--- src/rtl/gbe_tx_pkg.sv ---
package gbe_tx_pkg;
  localparam int BYTE_W = 8;
  localparam int CRC_W  = 32;
  localparam int CRC_BYTES = CRC_W / BYTE_W;
  localparam logic [BYTE_W-1:0] PRE_BYTE = 8'h55;
  localparam logic [BYTE_W-1:0] SFD_BYTE = 8'hD5;
  localparam logic [CRC_W-1:0]  CRC_POLY_R = 32'hEDB88320;
  localparam logic [CRC_W-1:0]  CRC_INIT   = 32'hFFFFFFFF;

  typedef enum logic [2:0] {
    ST_IDLE, ST_PRE, ST_SFD, ST_DATA, ST_CRC, ST_GAP
  } tx_st_e;
endpackage

--- src/rtl/gbe_tx_crc.sv ---
module gbe_tx_crc
  import gbe_tx_pkg::*;
(
  input  logic              clk_i,
  input  logic              rst_ni,
  input  logic              clr_i,
  input  logic              upd_i,
  input  logic [BYTE_W-1:0] byte_i,
  output logic [CRC_W-1:0]  fcs_o
);
  logic [CRC_W-1:0] crc_q, crc_nxt;

  always_comb begin
    crc_nxt = crc_q;
    for (int i = 0; i < BYTE_W; i++) begin
      if (crc_nxt[0] ^ byte_i[i]) crc_nxt = (crc_nxt >> 1) ^ CRC_POLY_R;
      else                        crc_nxt = crc_nxt >> 1;
    end
  end

  always_ff @(posedge clk_i or negedge rst_ni) begin
    if (!rst_ni)     crc_q <= CRC_INIT;
    else if (clr_i)  crc_q <= CRC_INIT;
    else if (upd_i)  crc_q <= crc_nxt;
  end

  assign fcs_o = ~crc_q;
endmodule

--- src/rtl/gbe_tx_ctrl.sv ---
module gbe_tx_ctrl
  import gbe_tx_pkg::*;
#(
  parameter int PRE_LEN   = 7,
  parameter int GAP_BYTES = 12,
  localparam int CNT_W    = $clog2(PRE_LEN + GAP_BYTES + CRC_BYTES + 1)
) (
  input  logic              clk_i,
  input  logic              rst_ni,
  input  logic [BYTE_W-1:0] s_data_i,
  input  logic              s_valid_i,
  input  logic              s_first_i,
  input  logic              s_last_i,
  input  logic              abort_i,
  input  logic [CRC_W-1:0]  fcs_i,
  output logic              s_ready_o,
  output logic              crc_clr_o,
  output logic              crc_upd_o,
  output logic [BYTE_W-1:0] dat_d_o,
  output logic              en_d_o,
  output logic              er_d_o,
  output tx_st_e            st_o
);
  tx_st_e           st_q, st_d;
  logic [CNT_W-1:0] cnt_q, cnt_d;
  logic             active;

  assign active = (st_q == ST_PRE) || (st_q == ST_SFD) ||
                  (st_q == ST_DATA) || (st_q == ST_CRC);

  always_comb begin
    st_d      = st_q;
    cnt_d     = cnt_q;
    s_ready_o = 1'b0;
    crc_clr_o = 1'b0;
    crc_upd_o = 1'b0;
    dat_d_o   = '0;
    en_d_o    = 1'b0;
    er_d_o    = 1'b0;
    unique case (st_q)
      ST_IDLE: begin
        s_ready_o = s_valid_i && !s_first_i;  // stray bytes dropped
        if (s_valid_i && s_first_i) begin
          st_d      = ST_PRE;
          cnt_d     = '0;
          crc_clr_o = 1'b1;
        end
      end
      ST_PRE: begin
        en_d_o  = 1'b1;
        dat_d_o = PRE_BYTE;
        if (cnt_q == CNT_W'(PRE_LEN - 1)) st_d = ST_SFD;
        else                              cnt_d = cnt_q + 1'b1;
      end
      ST_SFD: begin
        en_d_o  = 1'b1;
        dat_d_o = SFD_BYTE;
        st_d    = ST_DATA;
      end
      ST_DATA: begin
        s_ready_o = 1'b1;
        en_d_o    = 1'b1;
        if (s_valid_i) begin
          dat_d_o   = s_data_i;
          crc_upd_o = 1'b1;
          if (s_last_i) begin
            st_d  = ST_CRC;
            cnt_d = '0;
          end
        end else begin
          // underrun: corrupt and close
          er_d_o = 1'b1;
          st_d   = ST_GAP;
          cnt_d  = '0;
        end
      end
      ST_CRC: begin
        en_d_o  = 1'b1;
        dat_d_o = fcs_i[{cnt_q[1:0], 3'b000} +: BYTE_W];
        if (cnt_q == CNT_W'(CRC_BYTES - 1)) begin
          st_d  = ST_GAP;
          cnt_d = '0;
        end else begin
          cnt_d = cnt_q + 1'b1;
        end
      end
      ST_GAP: begin
        // IDLE clock plus GAP_BYTES-1 gap clocks give the full gap
        if (cnt_q == CNT_W'(GAP_BYTES - 2)) st_d = ST_IDLE;
        else                                cnt_d = cnt_q + 1'b1;
      end
      default: st_d = ST_IDLE;
    endcase

    if (abort_i && active) begin
      s_ready_o = 1'b0;
      crc_upd_o = 1'b0;
      en_d_o    = 1'b1;
      er_d_o    = 1'b1;
      dat_d_o   = '0;
      st_d      = ST_GAP;
      cnt_d     = '0;
    end
  end

  always_ff @(posedge clk_i or negedge rst_ni) begin
    if (!rst_ni) begin
      st_q  <= ST_IDLE;
      cnt_q <= '0;
    end else begin
      st_q  <= st_d;
      cnt_q <= cnt_d;
    end
  end

  assign st_o = st_q;
endmodule

--- src/rtl/gbe_tx_outreg.sv ---
module gbe_tx_outreg
  import gbe_tx_pkg::*;
(
  input  logic              clk_i,
  input  logic              rst_ni,
  input  logic [BYTE_W-1:0] dat_i,
  input  logic              en_i,
  input  logic              er_i,
  output logic [BYTE_W-1:0] txd_o,
  output logic              tx_en_o,
  output logic              tx_er_o
);
  always_ff @(posedge clk_i or negedge rst_ni) begin
    if (!rst_ni) begin
      txd_o   <= '0;
      tx_en_o <= 1'b0;
      tx_er_o <= 1'b0;
    end else begin
      txd_o   <= dat_i;
      tx_en_o <= en_i;
      tx_er_o <= er_i;
    end
  end
endmodule

--- src/rtl/gbe_tx_framer.sv ---
module gbe_tx_framer
  import gbe_tx_pkg::*;
#(
  parameter int PRE_LEN   = 7,
  parameter int GAP_BYTES = 12
) (
  input  logic       clk_i,
  input  logic       rst_ni,
  input  logic [7:0] s_data_i,
  input  logic       s_valid_i,
  input  logic       s_first_i,
  input  logic       s_last_i,
  output logic       s_ready_o,
  input  logic       abort_i,
  output logic [7:0] txd_o,
  output logic       tx_en_o,
  output logic       tx_er_o
);
  logic              crc_clr, crc_upd;
  logic [CRC_W-1:0]  fcs;
  logic [BYTE_W-1:0] dat_d;
  logic              en_d, er_d;
  tx_st_e            st_q;

  gbe_tx_ctrl #(.PRE_LEN(PRE_LEN), .GAP_BYTES(GAP_BYTES)) u_ctrl (
    .clk_i     (clk_i),
    .rst_ni    (rst_ni),
    .s_data_i  (s_data_i),
    .s_valid_i (s_valid_i),
    .s_first_i (s_first_i),
    .s_last_i  (s_last_i),
    .abort_i   (abort_i),
    .fcs_i     (fcs),
    .s_ready_o (s_ready_o),
    .crc_clr_o (crc_clr),
    .crc_upd_o (crc_upd),
    .dat_d_o   (dat_d),
    .en_d_o    (en_d),
    .er_d_o    (er_d),
    .st_o      (st_q)
  );

  gbe_tx_crc u_crc (
    .clk_i  (clk_i),
    .rst_ni (rst_ni),
    .clr_i  (crc_clr),
    .upd_i  (crc_upd),
    .byte_i (s_data_i),
    .fcs_o  (fcs)
  );

  gbe_tx_outreg u_out (
    .clk_i   (clk_i),
    .rst_ni  (rst_ni),
    .dat_i   (dat_d),
    .en_i    (en_d),
    .er_i    (er_d),
    .txd_o   (txd_o),
    .tx_en_o (tx_en_o),
    .tx_er_o (tx_er_o)
  );
endmodule

--- config.mk ---
export PLATFORM = sky130hd
export DESIGN_NAME = gbe_tx_framer
export DESIGN_NICKNAME = d
export VERILOG_FILES = /design/src/rtl/gbe_tx_pkg.sv /design/src/rtl/gbe_tx_crc.sv /design/src/rtl/gbe_tx_ctrl.sv /design/src/rtl/gbe_tx_outreg.sv /design/src/rtl/gbe_tx_framer.sv
export SDC_FILE = /design/constraint.sdc
export NUM_CORES = 1
export LEC_CHECK = 0
export ABC_AREA = 1
export CAP_MARGIN = 0
export CORE_UTILIZATION = 33
export DETAILED_ROUTE_END_ITERATION = 8
export GPL_TIMING_DRIVEN = 0
export PLACE_DENSITY = 0.6
export REMOVE_ABC_BUFFERS = 1
export SKIP_CTS_REPAIR_TIMING = 1
export SLEW_MARGIN = 20
export SYNTH_ARGS = -nofsm -noshare
export SYNTH_HDL_FRONTEND = slang
export SYNTH_SLANG_ARGS = --single-unit
export TNS_END_PERCENT = 100
--- constraint.sdc ---
create_clock -name clk_i -period 2.6 [get_ports clk_i]
set_input_delay 0.26 -clock clk_i [delete_from_list [all_inputs] [get_ports clk_i]]
set_output_delay 0.26 -clock clk_i [all_outputs]
set_load 0.1 [all_outputs]
# Yosys cells after proc, flatten, opt, wreduce, memory -nomap -nowiden
# Index checks and enable logic that the tools add are counted.
dict set report op_classes {
  addsub 1
  n_eq_ne 15
  n_bitwise 17
  muxes 41
  reduce_logical 13
  shift 1
}
# op n
set ops {}
lappend ops {{32-bit 2-to-1 mux} 10}
lappend ops {{13-bit NOT with 14-bit output} 8}
lappend ops {{5-bit 2-to-1 mux} 7}
lappend ops {{32-bit NOT} 1}
lappend ops {{8-bit case mux with 4 select lines} 1}
lappend ops {{32-bit by 6-bit indexed part select with 8-bit output} 1}
lappend ops {{5-bit case mux with 5 select lines} 1}
lappend ops {{3-bit 2-to-1 mux} 7}
lappend ops {{3-bit case mux with 6 select lines} 1}
lappend ops {{8-bit 2-to-1 mux} 2}
lappend ops {{3-bit != test (second input constant)} 4}
lappend ops {{1-bit 2-to-1 mux} 11}
lappend ops {{5-bit AND reduction} 2}
lappend ops {{1-bit bitwise XOR} 8}
lappend ops {{3-bit by 2-bit equality test with 1-bit output (second input constant)} 2}
lappend ops {{3-bit equality test (second input constant)} 2}
lappend ops {{3-bit by 1-bit != test with 1-bit output (second input constant)} 2}
lappend ops {{6-bit nonzero test} 1}
lappend ops {{5-bit by 1-bit adder with 5-bit output (second input constant)} 1}
lappend ops {{5-bit by 2-bit equality test with 1-bit output (second input constant)} 1}
lappend ops {{5-bit by 3-bit equality test with 1-bit output (second input constant)} 1}
lappend ops {{5-bit by 4-bit equality test with 1-bit output (second input constant)} 1}
lappend ops {{4-bit != test (second input constant)} 1}
lappend ops {{4-bit OR reduction} 1}
lappend ops {{other kinds (7)} 11}
dict set report totals {
  inputBits 14
  register_bits 50
  output_inout_bits 11
  wordCells 94
}

# Depth between registers and ports, before layout
# Gate-level depths: netlist of the first run.
dict set report logic_depth {
  word_depth 18
  ltp_mapped 13
  ltp_nobuf 13
}

# Hierarchy
# From an unflattened synthesis of the first run, not the netlist that was laid out.
dict set report unflattened {
  cells_unflattened 534
  hier_area_um2 3707.3
}
# module seq_area_each_um2 area_each_um2 n_inst cells_each
set modules_own_cells {}
lappend modules_own_cells {gbe_tx_crc 840.8 2344.7 1 326}
lappend modules_own_cells {gbe_tx_ctrl 200.2 1112.3 1 198}
lappend modules_own_cells {gbe_tx_outreg 250.2 250.2 1 10}

# Worst setup path after synthesis of the first run
# Ideal clock, no wire load.
dict set report synth_timing {
  kind {register -> output}
  startpoint {reg u_ctrl.st_q[1] (netlist: u_ctrl.st_o[1])}
  endpoint {out s_ready_o}
  required_time_ns 2.340
  stages_incl_launch_ff 4
  path_buffers 0
  arrival_ns 2.972
  setup_slack_ns -0.632
  cell_sequence {dfrtp_1 -> nor2_1 -> nand2_2 -> o32ai_1}
}
dict set report synth_via {
  elab_chain_len 6
  word_cells_on_any_way 11
  cone_classes {eq/ne (4); mux (2); reduce/logical (5)}
}
# element line
set synth_lines {}
lappend synth_lines {{from (decl)} gbe_tx_ctrl.sv:24} ;# tx_st_e st_q, st_d;
lappend synth_lines {{from (signal assigned)} gbe_tx_ctrl.sv:111} ;# st_q <= st_d;
lappend synth_lines {{3-bit by 1-bit equality test with 1-bit output or 3-bit by 2-bit equality test with 1-bit output (tied branches)} gbe_tx_ctrl.sv:28} ;# assign active = (st_q == ST_PRE) || (st_q == ST_SFD) ||
lappend synth_lines {{1-bit logical OR (2 in a row)} gbe_tx_ctrl.sv:28}
lappend synth_lines {{1-bit logical OR} gbe_tx_ctrl.sv:29} ;# (st_q == ST_DATA) || (st_q == ST_CRC);
lappend synth_lines {{1-bit logical AND} gbe_tx_ctrl.sv:95} ;# if (abort_i && active) begin
lappend synth_lines {{1-bit 2-to-1 mux *} gbe_tx_ctrl.sv:95}
lappend synth_lines {{to (decl)} gbe_tx_framer.sv:13} ;# output logic s_ready_o,
# Mark *: on every way between the ends. The rest lies on a longest branch, timed or not.

# Worst setup path after layout of the first run
# Ends and elaborated chain as after synthesis.

==> impl_metrics.toml, run 1 <==
[run_status]
outcome = "finished, violations left"
violations = "negative hold slack"

[synthesis]
ys_seq_area_frac = 0.356
syn_area_mm2 = 0.00363
ys_warn_count = 0
avgSynthCellArea_um2 = 6.71
synth.distinct_cells = 40
netlist_instances = 541
synth_area_leaders = "dfstp_2 (23%), nand2_1 (21%), dfrtp_1 (12%)"
yosysTopAreaCell = "dfstp_2"
ys_ff_latch = 50
synth_top_area_share = 0.232

[finish]
synthToLayoutAreaGrowth_pct = 12.9
diodes = 0
drive_above_1_share = 0.113
post-route-util = 0.390
mostFrequentLayoutCells = "nand2_1 (202), inv_1 (61), nand3_1 (40)"
final_common_cell = "nand2_1"
finalNetCount = 579

[drt]
drc = 0
dr.pass1.iters = 5
wirelength_um = 10500
wl_per_cell_um = 15.0
drt_iter0_markers = 373
via_per_inst = 5.03
vias = 3519
ant_nets = 0

[floorplanning]
die-area_mm2 = 0.0114
row_count = 37
start_util = 0.346
ios = 25
die_w_um = 107
coreArea_mm2 = 0.0105
die_h_um = 107

[critical_path]
cp_slowest_cell = "dlymetal6s2s_1"
worstPathRequired_ns = 2.34
max_stage_delay_ns = 0.78
cp_cell_sequence = "nor2_1, nand2_2, o32ai_1, dlymetal6s2s_1"
crit_buf_inv = 1
worstPathMaxFanout = 6
critPathKind = "register to output port"
worstPathArrival_ns = 2.07
cp-end-kind = "output port"
start_kind = "register"
cp_top_family = "buffers and inverters"

[sta]
post-route-period-util = 0.898
relSlewSlack = 0.358
fin_hold_ws_ns = -0.0359
max_freq_mhz = 428
rsz0062_at_grt = "false"
final-hold-violation-count = 18
tightest_slew_ns = 0.961
fin_crit_ns = 2.33
tns_ns = 0
finalSetupViolCount = 0
finClkSkew_ns = 0.00675
drv_slew = 0

[clock_tree]
clock-sinks = 50
clk_path_buf_depth = 2
cts_tree = "yes"
clock_latency_ns = 0.32
ctsHtreeMaxLevel = 2
cts.reportedPaths.clkPinSlew_ns = 0.10
clock-root-buffer = "clkbuf_8"
cts_made_buffers = 5

[placement]
gp_congestion = 0.849
dpl.hpwl_um = 7090
port_buffers = 24

[grt]
grt_pass1_vias = 3267
grt_first_pass_wirelength_um = 16900
grt_max_degree = 51
overflow = 0
grt_util_all_layers = 0.190
antenna_found_initial = 0

[power]
power_density_mw_per_mm2 = 1290
leakagePower_nw = 2.07
ir_worst_vdd_v = 0.000645

[job]
drv_cap = 0

[min_path]
hold_class = "input pin to asynchronous set/reset pin"
metrics by stage:
stage / hold slack, ns / instances / power, mW / instance area [um2] / setup slack (ns)
global route: 0.0195 / 700 / 5.72 / 4100 / 0.135
global placement: 0.473 / 689 / 4.64 / 3980 / -0.365
finish: -0.0359 / 700 / 5.28 / 4100 / 0.265
floorplan: -0.0356 / 529 / 3.90 / 3560 / -0.632
detailed placement: 0.344 / 689 / 4.71 / 3970 / -0.133
CTS: 0.000368 / 697 / 5.23 / 4070 / -0.150
sequential cells by signal, summed over array words and instances, names as in the netlist:
signal,flops
u_ctrl.st_o,3
u_out.tx_er_o,1
u_crc.crc_q,32
u_ctrl.cnt_q,5
u_out.tx_en_o,1
u_out.txd_o,8
final timing paths:
kind,startpoint,endpoint,slack [ns],depth (start not counted)
hold reg to reg,u_crc.crc_q[8],u_crc.crc_q[8],0.49,2
hold / removal,rst_ni,u_out.txd_o[1],-0.04,1
max in group asynchronous,rst_ni,u_ctrl.cnt_q[0],2.17,1
setup / recovery,u_ctrl.st_o[1],s_ready_o,0.27,4
setup reg to reg,u_ctrl.st_o[1],u_crc.crc_q[20],0.28,11
min in group clk_i,u_crc.crc_q[8],u_crc.crc_q[8],0.49,2
per-layer routing:
layer,vias to the layer above,part of all wire,global-route usage,wire [um]
met5,-,0,0,0
met4,0,0.015,0.0440,156
met3,14,0.047,0.0237,500
met2,105,0.47,0.327,4960
met1,1629,0.47,0.253,4910
li1,1771,-,-,-
cells in the mapped netlist (all sizes together):
cell type	number
clkbuf	5
o21ai	35
o2111ai	1
ha	2
nor3	2
a32oi	3
inv	67
a31oi	1
o21bai	1
nand3	42
a22oi	6
o211ai	5
dfrtp	18
xnor2	2
xor2	27
or2	2
a211oi	1
nand4	4
buf	7
nor3b	1
o32ai	1
nor2	39
nand2	205
o221ai	1
a21oi	25
dfstp	32
o22ai	6
cell families (layout without fill, tap and decap cells):
| logic type | after synthesis | count (layout) | synth area share |
|---|---|---|---|
| buffers and inverters | 79 | 101 | 0.0889 |
| xor gates and xnor gates | 29 | 29 | 0.0700 |
| adders and majority gates | 2 | 2 | 0.00689 |
| AOI/OAI and AO/OA | 86 | 86 | 0.138 |
| and+or+nand+nor | 295 | 296 | 0.341 |
| DFF | 50 | 50 | 0.356 |
worst reg2reg max path: cells and delay by family (launching register included):
| family | cells | cell delay [ns] |
|---|---|---|
| AND/OR/NAND/NOR | 8 | 1.34 |
| buffers and inverters | 3 | 0.46 |
| flip-flops | 1 | 0.46 |
power by group:
group	switching (mW)	internal, mW	total, mW
Combinational	2.29	0.968	3.26
Sequential	0.300	1.21	1.52
Clock	0.289	0.215	0.504
area by class of cell:
class / instances / area (um2)
timing repair buffer: 26 / 255
inverter: 67 / 256
tap: 136 / 170
multi-input combinational: 413 / 2030
clock buffer: 6 / 82.6
sequential: 50 / 1290
clock inverter: 2 / 12.5
fill: 1112 / 6410
(Power assumes the default switching activity.)
==> run 2, diff against run 1 <==
--- a/config.mk
+++ b/config.mk
@@ -7,10 +7,12 @@
 export LEC_CHECK = 0
 export ABC_AREA = 1
 export CAP_MARGIN = 0
+export CORE_MARGIN = 3
 export CORE_UTILIZATION = 33
 export DETAILED_ROUTE_END_ITERATION = 8
+export DONT_BUFFER_PORTS = 1
 export GPL_TIMING_DRIVEN = 0
-export PLACE_DENSITY = 0.6
+export PLACE_DENSITY = 0.57
 export REMOVE_ABC_BUFFERS = 1
 export SKIP_CTS_REPAIR_TIMING = 1
 export SLEW_MARGIN = 20
==> run 2 against run 1 <==
Compared with the run above:
- the run now ends clean
- first-iteration DRC count fell by 2.1%
- global-route usage down 2.2 points
- wire length shrank 0.11%
- maximum frequency down 6.2%
- non-clock buffer count shrank 24
- worst setup slack got worse by 0.15 ns
- clock power is 2% higher
- count of clock-buffer cells in the layout did not move
- die area rose by 7.6%
- sequential power rose by 28%
- total power down 2.4%
- final cell count down 3.4%
==> impl_metrics.toml, run 2 (synthesis results as in run 1) <==
[finish]
instances_no_fill = 676
top_regs = "u_crc.crc_q x32, u_out.txd_o x8, u_ctrl.cnt_q x5"
synthToLayoutAreaGrowth_pct = 7.41
largest_reg_flops = 32
post-route-util = 0.371
regMostFlops = "u_crc.crc_q"
diodes = 0
final_common_cell = "nand2_1"
finalNetCount = 555
mostFrequentLayoutCells = "nand2_1 (202), inv_1 (61), nand3_1 (40)"
drive_above_1_share = 0.115

[clock_tree]
clock-sinks = 50
clock_latency_ns = 0.32
ctsHtreeMaxLevel = 2
cts_tree = "yes"
cts_made_buffers = 5
clk_path_buf_depth = 2
clock-root-buffer = "clkbuf_8"
cts.reportedPaths.clkPinSlew_ns = 0.11

[critical_path]
cp_top_family = "simple AND/OR/NAND/NOR gates"
start_kind = "register"
path_common_cell = "nand2_1"
crit_buf_inv = 3
cp-end-kind = "register"
worstPathMaxFanout = 20
worstSetupPathDepth = 11
startpoint = "u_ctrl.st_o[0]"
worstPathArrival_ns = 2.73
worstPathRequired_ns = 2.84
cp_slowest_cell = "dfrtp_1"
regToRegEndpoint = "u_crc.crc_q[20]"
reg2reg_from = "u_ctrl.st_o[0]"
r2r_slack_ns = 0.11
reg2reg_depth = 11
critPathKind = "register to register"
max_stage_delay_ns = 0.44
cp_cell_sequence = "inv_2, nand2_1, nand2_1, nand3_2, nand2_4, inv_4, nor2_4, inv_2, or2_1, nand2_1, nor2_1"
crit_end = "u_crc.crc_q[20]"

[sta]
final-hold-violation-count = 0
fin_crit_ns = 2.49
drv_slew = 0
fin_hold_ws_ns = 0.0569
max_freq_mhz = 402
postLayoutSetupSlackWorst_ns = 0.112
tightest_slew_ns = 1.11
finalSetupViolCount = 0
post-route-period-util = 0.957
relSlewSlack = 0.254
finClkSkew_ns = 0.0151
rsz0062_at_grt = "true"

[run_status]
outcome = "complete, no violations"

[floorplanning]
die_w_um = 111
die-area_mm2 = 0.0123
ios = 25
start_util = 0.346
row_count = 37
coreArea_mm2 = 0.0105
die_h_um = 111

[placement]
port_buffers = 0
dp_cells = 665
gp_congestion = 0.871
dpl.hpwl_um = 7250
dp_slack_ns = -0.0689

[grt]
met1_usage = 0.233
antenna_found_initial = 0
overflow = 0
grt_max_degree = 51
grt_util_met3 = 0.0300
grt_util_all_layers = 0.169
met2_usage = 0.280
grt_first_pass_wirelength_um = 17000
grt_pass1_vias = 3298
grt-busiest-layer = "met2"

[power]
leakagePower_nw = 1.97
power_mw = 5.15
power_density_mw_per_mm2 = 1320
ir_worst_vdd_v = 0.000502

[drt]
wirelength_um = 10500
wl_per_cell_um = 15.6
via_per_inst = 5.21
ant_nets = 0
dr.pass1.iters = 5
drc = 0
drt_iter0_markers = 365
vias = 3519

[min_path]
hold_class = "input pin to register"

[job]
drv_cap = 0
[run 2: cell count changes in the layout (fill, tap and decap cells not counted), sizes merged]
| cell | change |
|---|---|
| buf | -2 |
| clkdlybuf4s50 | -22 |
| clkinv | -1 |
| dlygate4sd3 | +1 |
| dlymetal6s2s | -1 |
| inv | +1 |
[run 2: worst min path at each step]
| stage | startpoint | to | slack (ns) | depth (start not counted) |
|---|---|---|---|---|
| floorplan | rst_ni | u_ctrl.cnt_q[0] | -0.04 | 0 |
| global placement | rst_ni | u_out.txd_o[6] | -0.03 | 0 |
| detailed placement | rst_ni | u_out.txd_o[6] | -0.03 | 0 |
| CTS | rst_ni | u_out.txd_o[1] | -0.38 | 0 |
| global route | s_valid_i | u_out.tx_er_o | 0.04 | 1 |
| finish | s_valid_i | u_out.tx_er_o | 0.06 | 1 |
[run 2: power breakdown]
group	switching (mW)	internal, mW	total, mW
clock network	0.296	0.220	0.516
registers	0.732	1.21	1.94
logic	1.84	0.855	2.69
total	2.87	2.28	5.15
[run 2: final cells by class]
type                            instances  area, um2
Fill cell                            1118       6610
Multi-Input combinational cell        413       2040
Sequential cell                        50       1290
Inverter                               67        256
Tap cell                              136        170
Clock buffer                            6       82.6
Timing Repair Buffer                    2       37.5
Clock inverter                          2       16.3
[run 2: metal layers]
| metal | part of all wire | wire [um] |
|---|---|---|
| met5 | 0 | 0 |
| met4 | 0.0098 | 103 |
| met3 | 0.083 | 874 |
| met2 | 0.47 | 4900 |
| met1 | 0.44 | 4630 |
[run 2: through the flow]
step / area (um2) / TNS [ns]
after detailed placement: 3750 / -0.0689
after global placement: 3730 / -0.803
after floorplan: 3560 / -0.632
after global routing: 3900 / -0.0408
final: 3900 / 0
after CTS: 3850 / -0.0966
